### src/rtl/memorder_pkg.sv
package memorder_pkg;

  typedef enum logic [1:0] {
    OP_NONE  = 2'b00,
    OP_LOAD  = 2'b01,
    OP_STORE = 2'b10,
    OP_RSVD  = 2'b11
  } memOp_e;

  // Per-entry strobes handed from control to datapath.
  typedef struct packed {
    logic isHead;
    logic isLoad;
    logic isStore;
  } entryStrobe_t;

endpackage

### src/rtl/memOrderCtrl.sv
module memOrderCtrl
  import memorder_pkg::*;
#(
  parameter int ENTRIES = 8,
  localparam int IDX_W = $clog2(ENTRIES)
) (
  input  logic [ENTRIES-1:0][1:0]         entryOp,
  input  logic [IDX_W-1:0]                headPtr,
  output entryStrobe_t [ENTRIES-1:0]      strobes,
  output logic [ENTRIES-1:0][ENTRIES-1:0] olderMask
);

  logic [ENTRIES-1:0][IDX_W-1:0] entryAge;

  // Age counts from the head; the index arithmetic wraps by width.
  for (genvar i = 0; i < ENTRIES; i++) begin : g_age
    assign entryAge[i]          = IDX_W'(i) - headPtr;
    assign strobes[i].isHead    = (entryAge[i] == '0);
    assign strobes[i].isLoad    = (entryOp[i] == OP_LOAD);
    assign strobes[i].isStore   = (entryOp[i] == OP_STORE);
  end

  // olderMask[i][j] is set when entry j is older than entry i.
  for (genvar i = 0; i < ENTRIES; i++) begin : g_row
    for (genvar j = 0; j < ENTRIES; j++) begin : g_col
      assign olderMask[i][j] = (entryAge[j] < entryAge[i]);
    end
  end

endmodule

### src/rtl/memOrderPath.sv
module memOrderPath
  import memorder_pkg::*;
#(
  parameter int ENTRIES = 8,
  parameter int ADDR_W = 32,
  parameter int WORD_SHIFT = 3,
  parameter logic [ADDR_W-1:0] IO_BASE = 32'h4000_0000,
  parameter logic [ADDR_W-1:0] IO_LAST = 32'h4FFF_FFFF,
  localparam int TAG_W = ADDR_W - WORD_SHIFT
) (
  input  logic                            clk,
  input  logic                            rstN,
  input  entryStrobe_t [ENTRIES-1:0]      strobes,
  input  logic [ENTRIES-1:0][ENTRIES-1:0] olderMask,
  input  logic [ENTRIES-1:0][ADDR_W-1:0]  entryAddr,
  input  logic [ENTRIES-1:0]              entryAddrOk,
  output logic [ENTRIES-1:0]              issueOk
);

  logic [ENTRIES-1:0][TAG_W-1:0]   wordTag;
  logic [ENTRIES-1:0]              ioHit;
  logic [ENTRIES-1:0]              storeVec;
  logic [ENTRIES-1:0][ENTRIES-1:0] hazard;
  logic [ENTRIES-1:0]              blocked;
  logic [ENTRIES-1:0]              permitNext;

  for (genvar i = 0; i < ENTRIES; i++) begin : g_entry
    assign wordTag[i]  = entryAddr[i][ADDR_W-1:WORD_SHIFT];
    assign ioHit[i]    = (entryAddr[i] >= IO_BASE) && (entryAddr[i] <= IO_LAST);
    assign storeVec[i] = strobes[i].isStore;
  end

  // hazard[i][j]: older store j either has no address yet or shares i's word.
  for (genvar i = 0; i < ENTRIES; i++) begin : g_cmp_row
    for (genvar j = 0; j < ENTRIES; j++) begin : g_cmp_col
      assign hazard[i][j] = olderMask[i][j] && storeVec[j] &&
                            (!entryAddrOk[j] || (wordTag[j] == wordTag[i]));
    end
    assign blocked[i] = |hazard[i];
    assign permitNext[i] = entryAddrOk[i] &&
      (strobes[i].isHead ? (strobes[i].isLoad || strobes[i].isStore)
                         : (strobes[i].isLoad && !ioHit[i] && !blocked[i]));
  end

  always_ff @(posedge clk or negedge rstN) begin
    if (!rstN) issueOk <= '0;
    else       issueOk <= permitNext;
  end

endmodule

### src/rtl/memOrderGate.sv
module memOrderGate
  import memorder_pkg::*;
#(
  parameter int ENTRIES = 8,
  parameter int ADDR_W = 32,
  parameter int WORD_SHIFT = 3,
  parameter logic [ADDR_W-1:0] IO_BASE = 32'h4000_0000,
  parameter logic [ADDR_W-1:0] IO_LAST = 32'h4FFF_FFFF,
  localparam int IDX_W = $clog2(ENTRIES)
) (
  input  logic                           clk,
  input  logic                           rstN,
  input  logic [ENTRIES-1:0][1:0]        entryOp,
  input  logic [ENTRIES-1:0][ADDR_W-1:0] entryAddr,
  input  logic [ENTRIES-1:0]             entryAddrOk,
  input  logic [IDX_W-1:0]               headPtr,
  output logic [ENTRIES-1:0]             issueOk
);

  entryStrobe_t [ENTRIES-1:0]      strobes;
  logic [ENTRIES-1:0][ENTRIES-1:0] olderMask;

  memOrderCtrl #(.ENTRIES(ENTRIES)) u_ctrl (
    .entryOp   (entryOp),
    .headPtr   (headPtr),
    .strobes   (strobes),
    .olderMask (olderMask)
  );

  memOrderPath #(
    .ENTRIES(ENTRIES), .ADDR_W(ADDR_W), .WORD_SHIFT(WORD_SHIFT),
    .IO_BASE(IO_BASE), .IO_LAST(IO_LAST)
  ) u_path (
    .clk         (clk),
    .rstN        (rstN),
    .strobes     (strobes),
    .olderMask   (olderMask),
    .entryAddr   (entryAddr),
    .entryAddrOk (entryAddrOk),
    .issueOk     (issueOk)
  );

endmodule

### config.mk
export PLATFORM = sky130hd
export DESIGN_NAME = memOrderGate
export DESIGN_NICKNAME = d
export VERILOG_FILES = /design/src/rtl/memorder_pkg.sv /design/src/rtl/memOrderCtrl.sv /design/src/rtl/memOrderPath.sv /design/src/rtl/memOrderGate.sv
export SDC_FILE = /design/constraint.sdc
export NUM_CORES = 1
export LEC_CHECK = 0
export BUFFER_PORTS_ARGS = -buffer_cell sky130_fd_sc_hd__buf_2
export CAP_MARGIN = 10
export CORE_MARGIN = 2
export CORE_UTILIZATION = 55
export CTS_CLUSTER_DIAMETER = 200
export DETAILED_ROUTE_END_ITERATION = 6
export GPL_ROUTABILITY_DRIVEN = 0
export GPL_TIMING_DRIVEN = 0
export PLACE_DENSITY = 0.88
export RECOVER_POWER = 25
export SKIP_CTS_REPAIR_TIMING = 1
export SYNTH_ARGS = -nofsm -noshare
export SYNTH_HDL_FRONTEND = slang
export SYNTH_SLANG_ARGS = --single-unit
### constraint.sdc
create_clock -name clk -period 0.8 [get_ports clk]
set_input_delay 0 -clock clk [delete_from_list [all_inputs] [get_ports clk]]
set_output_delay 0 -clock clk [all_outputs]
set_load 0.05 [all_outputs]
==> impl_summary.txt, run 1 <==
----------------------------------------------------
[Clock tree]
  Clock Sinks ... 8
  H-tree level count ... 1
  CTS Root Buffer Type ... clkbuf_16
  Number of CTS-inserted buffers ... 3
  Number of buffers on the longest clock path ... 2

[Logic synthesis]
  Main flop type after synthesis ... dfrtp_1
  Portion of synthesized cell area occupied by the leading cell type ... 37.4%
  Share of synthesized flip-flops with an asynchronous set or reset ... 100%
  Cell type with the highest aggregate area in the netlist ... xnor2_1
  Post-Synthesis Mean Instance Area ... 7.52 µm²
  Gate count of the mapped netlist ... 1617
  Post-synth net total ... 1945
  Library cell with the highest instance count after synthesis ... xnor2_1
  Number of enable-type register cells in the synthesized netlist ... 0
  Top cells by area in the synthesized netlist ... xnor2_1 37%, xor2_1 21%, buf_2 9.1%, nand4_1 7.4%, nor4_1 4.6%
  Flip-flop and latch count after synthesis ... 8
  Share of synthesized area occupied by flip-flops and latches ... 1.65%
  Mapped cell area ... 12200 µm²
  Distinct cell type count after synthesis ... 50
  Yosys warning total ... 0
  Top cells by instance count after synthesis ... 519 x xnor2_1, 296 x xor2_1, 221 x buf_2

[Placement]
  HPWL after detailed placement ... 48.6 mm
  Pre-CTS setup slack ... -1.84 ns
  I/O Buffers ... 28

[GRT]
  Residual overflow from global routing ... 26
  Pin count of the biggest net entering global routing ... 12
  Global routing usage summed across all routing layers ... 72.2%

[Floorplan]
  FP Rows ... 54
  Die Y ... 153 µm
  Number of top-level pins ... 293
  Initial core utilization ... 55.9%
  Die X ... 153 µm

[Run status]
  Error Message ... [ERROR GRT-0232] Routing congestion too high. Check the congestion heatmap in the GUI.
  Step where the flow halted ... global routing
  Status ... aborted with a tool error

[STA]
  Critical endpoint after global-route timing repair ... u_path.issueOk[5]$_DFF_PN0_/D
  Type of the worst endpoint after the last repair ... register data pin

----------------------------------------------------
-- cell families after synthesis --
logic type,after synthesis,synth area share [%]
xor gates and xnor gates,816,58.9
and+or+nand+nor,368,17.9
buffers and inverters,281,11.7
AOI/OAI and AO/OA,99,5.35
adders and majority gates,43,4.42
DFF,8,1.65
muxes,2,0.165
-- routing by layer --
metal	GRT overflow	GRT usage, %
met1	3	71.7
met2	9	82.3
met3	2	67.1
met4	12	66.0
met5	0	45.8
-- metrics by stage --
stage | utilization (%) | instance area (µm²) | setup TNS (ns) | hold slack, ns | std cells
after detailed placement | 58.8 | 12800 | -13.51 | -0.146 | 1925
after floorplan | - | 12300 | -8.05 | -0.296 | 1617
after CTS | 59.2 | 12900 | -11.81 | -0.388 | 1928
after global placement | 58.8 | 12800 | -13.16 | -0.161 | 1925
==> inputs of run 2 (changes only) <==
- CORE_UTILIZATION: 55 -> 40
- CTS_CLUSTER_DIAMETER: 200 -> not set
- PLACE_DENSITY: 0.88 -> not set
- PLACE_DENSITY_LB_ADDON: not set -> 0.15
==> run 2 against run 1 <==
Effect of this change: the flow now finishes, with violations (DRC, setup timing); area after synthesis did not move; synthesized cell count is the same.
==> impl_summary.txt, run 2 <==
----------------------------------------------------
[Worst setup path]
  Sort of element at the end of the critical path ... flip-flop
  Family with the most delay on the worst path ... simple AND/OR/NAND/NOR gates
  Maximum fanout count along the critical path ... 7
  Critical path start-end classification ... input pin to flip-flop
  Count of buffer and inverter cells on the critical path ... 1
  Slowest cell on the critical path ... nor4_4
  Crit path cell chain ... buf_2 -> xnor2_1 -> nand3_1 -> nor4_4 -> nand4_1 -> a21oi_1 -> nor4_2 -> o2bb2ai_1
  Required time at the endpoint of the critical path ... 0.90 ns
  Critical Path AT ... 2.43 ns
  Worst setup SP type ... input pin
  CP max stage delay ... 0.74 ns

[Finish]
  Largest registers ... u_path.issueOk x8
  Most flops, register ... u_path.issueOk
  Area occupied by multi-input gates ... 11000 µm²
  Number of nets in the finished design ... 2014
  Flip-flop count of the largest register after layout ... 8
  Area growth from synthesis to final layout ... 13.6%
  Fraction of layout cells with a size suffix above 1 ... 22.8%
  Number of fill cells ... 3116
  Most frequent cells in the layout ... 515 x xnor2_1, 296 x xor2_1, 202 x buf_2, 143 x nand4_1, 73 x nor4_1
  Finished layout cell area ... 13800 µm²
  Most frequent standard cell in the layout excluding fill and tap cells ... xnor2_1
  Total area of sequential cells ... 200 µm²
  Diodes inserted ... 0
  Layout Utilization ... 46.4%

[Logic synthesis]
  Cell type with the highest aggregate area in the netlist ... xnor2_1
  Top cells by instance count after synthesis ... 519 x xnor2_1, 296 x xor2_1, 221 x buf_2
  Yosys warning total ... 0 (unchanged)
  Library cell with the highest instance count after synthesis ... xnor2_1
  Complex-gate fraction of the synthesized area ... 5.35% (unchanged)
  Distinct cell type count after synthesis ... 50 (unchanged)
  Share of synthesized flip-flops with an asynchronous set or reset ... 100% (unchanged)
  Multiplexer share of the synthesized area ... 0.165% (unchanged)
  Portion of synthesized cell area occupied by the leading cell type ... 37.4% (unchanged)
  Post-synth net total ... 1945 (unchanged)
  Post-synthesis share of cell area spent on full adders, half adders and majority gates ... 4.42% (unchanged)
  Post-Synthesis Mean Instance Area ... 7.52 µm² (unchanged)
  Number of enable-type register cells in the synthesized netlist ... 0 (unchanged)
  Combinational family with the most area after synthesis ... XOR/XNOR gates
  Flip-flop and latch count after synthesis ... 8 (unchanged)
  Share of synthesized area occupied by flip-flops and latches ... 1.65% (unchanged)
  Mapped cell area ... 12200 µm² (unchanged)
  Gate count of the mapped netlist ... 1617 (unchanged)
  Top cells by area in the synthesized netlist ... xnor2_1 37%, xor2_1 21%, buf_2 9.1%, nand4_1 7.4%, nor4_1 4.6%
  Post-Synth Simple-Gate Area ... 17.9% (unchanged)
  Main flop type after synthesis ... dfrtp_1
  Parity-gate share of the synthesized area counting xor and xnor cells ... 58.9% (unchanged)

[Floorplan]
  Die X ... 178 µm (+17%)
  Number of top-level pins ... 293 (unchanged)
  Initial core utilization ... 40.8% (-15 points)
  Placeable Area ... 29800 µm²
  Total die area ... 31800 µm²
  FP Rows ... 63 (+17%)
  Die Y ... 178 µm (+17%)

[GRT]
  Pin count of the biggest net entering global routing ... 12
  Number of global-route vias before repair ... 13000
  Initial antenna violation count ... 3
  Residual overflow from global routing ... 0
  First-pass GRT wire length ... 101 mm
  Global routing usage summed across all routing layers ... 46.3%

[STA]
  Final setup vio count ... 8
  Fmax ... 430 MHz
  Clock period minus worst slack ... 2.33 ns
  Final worst-path setup slack ... -1.53 ns
  Period utilization ... 291%
  Pins Over Slew Limit ... 0
  Unrepaired setup endpoints after global routing ... true
  Setup Total Neg Slack ... -10.63 ns
  Least-Margin Pin Slew ... 0.840 ns
  Worst slew margin relative to its limit ... 43.5%
  Final hold viol count ... 0

[Min path]
  Path class of the lowest-slack min-delay path ... input pin to flip-flop

[Detailed routing]
  Routed wire length per instance ... 36.5 µm
  Avg Vias per Cell ... 6.73
  Antenna Violating Nets Remaining ... 0
  First-iteration detailed-routing DRC count ... 2519
  DRT Wirelength ... 75.8 mm
  Drt pass-1 iters ... 7
  Vias ... 14000
  Remaining design rule violation count ... 5

[Pwr]
  Areal power density over the cells ... 815 nW/µm²
  Worst VDD drop ... 0.480 mV
  Logic gate share of total power ... 88.9%
  Leakage power figure ... 4.86 nW
  Share of total power in sequential cells ... 3.9%
  Share of total power in the clock network ... 7.2%
  Proportion of total power due to net switching ... 57.3%
  Switching component of the power ... 6.46 mW
  Internal power contribution ... 4.81 mW

[Clock tree]
  Clock-pin slew reported for the worst setup and hold paths after clock tree synthesis ... 0.03 ns
  Number of buffers on the longest clock path ... 2 (unchanged)
  Clock Sinks ... 8 (unchanged)
  H-tree level count ... 1 (unchanged)
  TritonCTS clock tree ... yes
  Number of CTS-inserted buffers ... 3 (unchanged)
  CTS Root Buffer Type ... clkbuf_16

[Placement]
  Cell area after placement ... 12900 µm² (+1.1%)
  I/O Buffers ... 28 (unchanged)
  HPWL after detailed placement ... 55.1 mm (+13%)

[Run status]
  Violations in the final reports ... DRC, setup timing
  Status ... finished with violations

[Flow run]
  Number of violations of the max-capacitance limit ... 0

----------------------------------------------------
==> run 2: cell type report <==
class / instances / area share (%)
multi-input cells: 1328 / 79.7
plain buffers: 243 / 10.1
well taps: 390 / 3.53
repair buffers: 65 / 3.45
flip-flops and latches: 8 / 1.45
inverters: 37 / 1.15
clock buffers: 3 / 0.543
==> run 2: cell families after synthesis <==
family                   count (synthesis)
AO/OA/AOI/OAI                           99
flip-flops                               8
AND/OR/NAND/NOR                        368
buffers and inverters                  281
multiplexers                             2
XOR/XNOR                               816
adder cells (fa/ha/maj)                 43
==> run 2: path summary, 6_finish.rpt <==
| kind | slack [ns] | cells after the start | start | to |
|---|---|---|---|---|
| worst min-delay path | 0.17 | 3 | entryAddrOk[6] | u_path.issueOk[6]$_DFF_PN0_ |
| min in group asynchronous | 0.20 | 2 | rstN | u_path.issueOk[5]$_DFF_PN0_ |
| worst max-delay path | -1.53 | 8 | entryAddr[213] | u_path.issueOk[6]$_DFF_PN0_ |
| max in group asynchronous | 0.33 | 2 | rstN | u_path.issueOk[7]$_DFF_PN0_ |
==> run 2: metal layers <==
metal	GRT usage [%]	wire (µm)
met1	58.1	27400
met2	62.2	28100
met3	20.5	13000
met4	32.5	7230
met5	0	31
==> run 2: power by group through the flow <==
stage,clock network (mW),logic [mW],registers [mW]
2_1_floorplan,0,6.29,0.534
3_3_place_gp,0,8.84,0.441
3_5_place_dp,0,8.94,0.442
4_1_cts,0.819,8.97,0.437
5_1_grt,0.850,10.3,0.440
6_report,0.810,10.0,0.438
==> run 2: stage by stage <==
| stage | total power [mW] | setup WS (ns) | std cells | hold slack, ns |
|---|---|---|---|---|
| finish | 11.3 | -1.53 | 2074 | 0.170 |
| global route | 11.5 | -1.42 | 2074 | 0.177 |
| CTS | 10.2 | -1.78 | 2038 | -0.396 |
| detailed placement | 9.38 | -1.98 | 2035 | -0.158 |
| global placement | 9.28 | -1.99 | 2035 | -0.158 |
| floorplan | 6.82 | -1.14 | 1617 | -0.296 |
Power figures use the tool's default switching activity.
==> inputs of run 3 (changes only) <==
- CORE_MARGIN: 2 -> 3
- CTS_BUF_LIST: not set -> sky130_fd_sc_hd__clkbuf_8
- RECOVER_POWER: 25 -> not set
==> run 3 against run 2 <==
Effect of this change: the flow finishes with violations (setup timing); routed wire length increased by 2.4%; flip-flop and latch count unchanged; cell count barely moved; worst setup slack better by 0.18 ns; combinational power rose by 5%; sequential share of layout area is 0.063 points lower; utilization is 2.1 points higher; first-iteration DRC count up 7.8%.
==> impl_summary.txt, run 3 (synthesis results as in run 2) <==
----------------------------------------------------
[Run status]
  Status ... finished with violations
  Violations in the final reports ... setup timing

[Finish]
  Diodes inserted ... 0 (unchanged)
  Number of fill cells ... 3000 (-3.7%)
  Flip-flop count of the largest register after layout ... 8 (unchanged)
  Most frequent standard cell in the layout excluding fill and tap cells ... xnor2_1
  Cell Count, Final, Fillers Out ... 2075 (+0.048%)
  Largest registers ... u_path.issueOk x8
  Most frequent cells in the layout ... 487 x xnor2_1, 294 x xor2_1, 143 x nand4_1, 128 x buf_2, 70 x buf_4
  Area growth from synthesis to final layout ... 18.8%
  Layout Utilization ... 48.5% (+2.1 points)
  Number of nets in the finished design ... 2015 (+0.050%)
  Fraction of layout cells with a size suffix above 1 ... 25.7% (+2.9 points)
  Most flops, register ... u_path.issueOk

[Clock tree]
  Number of buffers on the longest clock path ... 2 (unchanged)
  CTS Root Buffer Type ... clkbuf_8
  Clock-pin slew reported for the worst setup and hold paths after clock tree synthesis ... 0.04 ns (about the same)
  H-tree level count ... 1 (unchanged)
  Clock Sinks ... 8 (unchanged)
  Number of CTS-inserted buffers ... 3 (unchanged)
  TritonCTS clock tree ... yes

[Floorplan]
  Placeable Area ... 29800 µm² (unchanged)
  Number of top-level pins ... 293 (unchanged)
  Initial core utilization ... 40.8% (unchanged)
  FP Rows ... 63 (unchanged)
  Total die area ... 32500 µm² (+2.3%)
  Die Y ... 180 µm (+1.1%)
  Die X ... 180 µm (+1.1%)

[Worst setup path]
  Sort of element at the end of the critical path ... flip-flop
  Critical Path AT ... 2.22 ns (-0.21 ns)
  Family with the most delay on the worst path ... simple AND/OR/NAND/NOR gates
  CP max stage delay ... 0.60 ns (-0.14 ns)
  Worst setup SP type ... input pin
  Most frequent CP cell ... nand4_1
  Required time at the endpoint of the critical path ... 0.87 ns (-0.03 ns)
  Crit path cell chain ... buf_2 -> xnor2_1 -> nand4_1 -> nor3_1 -> nand4_1 -> a211oi_1 -> or4_1 -> o32ai_4
  Count of buffer and inverter cells on the critical path ... 1 (unchanged)
  Critical path start-end classification ... input pin to flip-flop
  Slowest cell on the critical path ... nor3_1
  Maximum fanout count along the critical path ... 7 (unchanged)

[Pwr]
  Switching component of the power ... 6.62 mW (+2.5%)
  Logic gate share of total power ... 92.2% (+3.3 points)
  Proportion of total power due to net switching ... 58.1% (+0.74 points)
  Leakage power figure ... 5.12 nW (+5.5%)
  Worst VDD drop ... 0.483 mV (+0.70%)
  Areal power density over the cells ... 788 nW/µm² (-3.3%)
  Share of total power in the clock network ... 4.0% (-3.2 points)
  Final Total Pwr ... 11.4 mW (+1.2%)
  Internal power contribution ... 4.78 mW (-0.60%)
  Share of total power in sequential cells ... 3.8% (about the same)

[STA]
  Clock period minus worst slack ... 2.15 ns (-0.179 ns)
  Fmax ... 466 MHz (+8.3%)
  Pins Over Slew Limit ... 0 (unchanged)
  Least-Margin Pin Slew ... 0.767 ns (-0.0724 ns)
  Worst slew margin relative to its limit ... 48.4% (+4.9 points)
  Final hold slack ... 0.141 ns (-0.0293 ns)
  Unrepaired setup endpoints after global routing ... true
  Final setup vio count ... 8 (unchanged)
  Final hold viol count ... 0 (unchanged)
  Period utilization ... 268% (-22 points)
  Final worst-path setup slack ... -1.35 ns (+0.179 ns)

[Detailed routing]
  Drt pass-1 iters ... 5 (-2)
  Antenna Violating Nets Remaining ... 0 (unchanged)
  Avg Vias per Cell ... 6.85 (+1.7%)
  First-iteration detailed-routing DRC count ... 2715 (+7.8%)
  DRT Wirelength ... 77.6 mm (+2.4%)
  Remaining design rule violation count ... 0 (-5)
  Routed wire length per instance ... 37.4 µm (+2.3%)
  Vias ... 14200 (+1.7%)

[GRT]
  Number of global-route vias before repair ... 13200 (+1.1%)
  Initial antenna violation count ... 1 (-2)
  First-pass GRT wire length ... 102 mm (+1.2%)
  Residual overflow from global routing ... 0 (unchanged)
  Global routing usage summed across all routing layers ... 44.2% (-2.2 points)
  Pin count of the biggest net entering global routing ... 12 (unchanged)

[Min path]
  Path class of the lowest-slack min-delay path ... input pin to async pin

[Placement]
  Pre-CTS setup slack ... -1.98 ns (+0.00673 ns)
  I/O Buffers ... 28 (unchanged)
  # placed instances ... 2035 (unchanged)
  HPWL after detailed placement ... 55.7 mm (+1.0%)

[Flow run]
  Number of violations of the max-capacitance limit ... 0 (unchanged)

----------------------------------------------------
[run 3: cell types whose count changed in the layout (fill, tap and decap cells not counted), moves of 21 or more]
cell / delta
xnor2_2: +27
xnor2_1: -28
buf_6: +22
buf_2: -74
clkbuf_4: +31
buf_4: +21
[run 3: worst paths after layout]
check	startpoint	to	slack [ns]	cells after the start
worst max-delay path	entryAddr[170]	u_path.issueOk[5]$_DFF_PN0_	-1.35	8
worst min-delay path	rstN	u_path.issueOk[2]$_DFF_PN0_	0.14	2
max in group asynchronous	rstN	u_path.issueOk[5]$_DFF_PN0_	0.50	2
min in group clk	entryOp[15]	u_path.issueOk[7]$_DFF_PN0_	0.15	3
[run 3: stage by stage]
stage               cell area, µm²  setup TNS, ns
global route                 14500          -9.66
finish                       14500          -9.54
floorplan                    12300          -8.05
CTS                          13000         -12.39
detailed placement           12900         -14.16
global placement             12900         -14.12
[run 3: area by class of cell]
| class | instances | area [µm²] | share of cell area (%) |
|---|---|---|---|
| tap | 390 | 488 | 3.38 |
| buffer | 243 | 1680 | 11.6 |
| inverter | 37 | 161 | 1.12 |
| clock buffer | 3 | 41.3 | 0.286 |
| sequential | 8 | 200 | 1.38 |
| timing repair buffer | 66 | 499 | 3.45 |
| multi-input combinational | 1328 | 11400 | 78.8 |
[run 3: routing by layer]
layer / up-vias / track usage, % / part of all wire, %
met4: 0 / 29.1 / 8.9
met5: - / 0 / 0
met3: 448 / 21.5 / 18
met2: 1592 / 59.4 / 38
met1: 6688 / 55.1 / 36
li1: 5478 / - / -
[run 3: power groups by stage]
| stage | clock [mW] | combinational, mW | sequential [mW] |
|---|---|---|---|
| after floorplan | 0 | 6.29 | 0.534 |
| after global placement | 0 | 8.87 | 0.442 |
| after detailed placement | 0 | 8.97 | 0.442 |
| after CTS | 0.470 | 9.00 | 0.437 |
| after global routing | 0.493 | 10.7 | 0.440 |
| final | 0.453 | 10.5 | 0.437 |
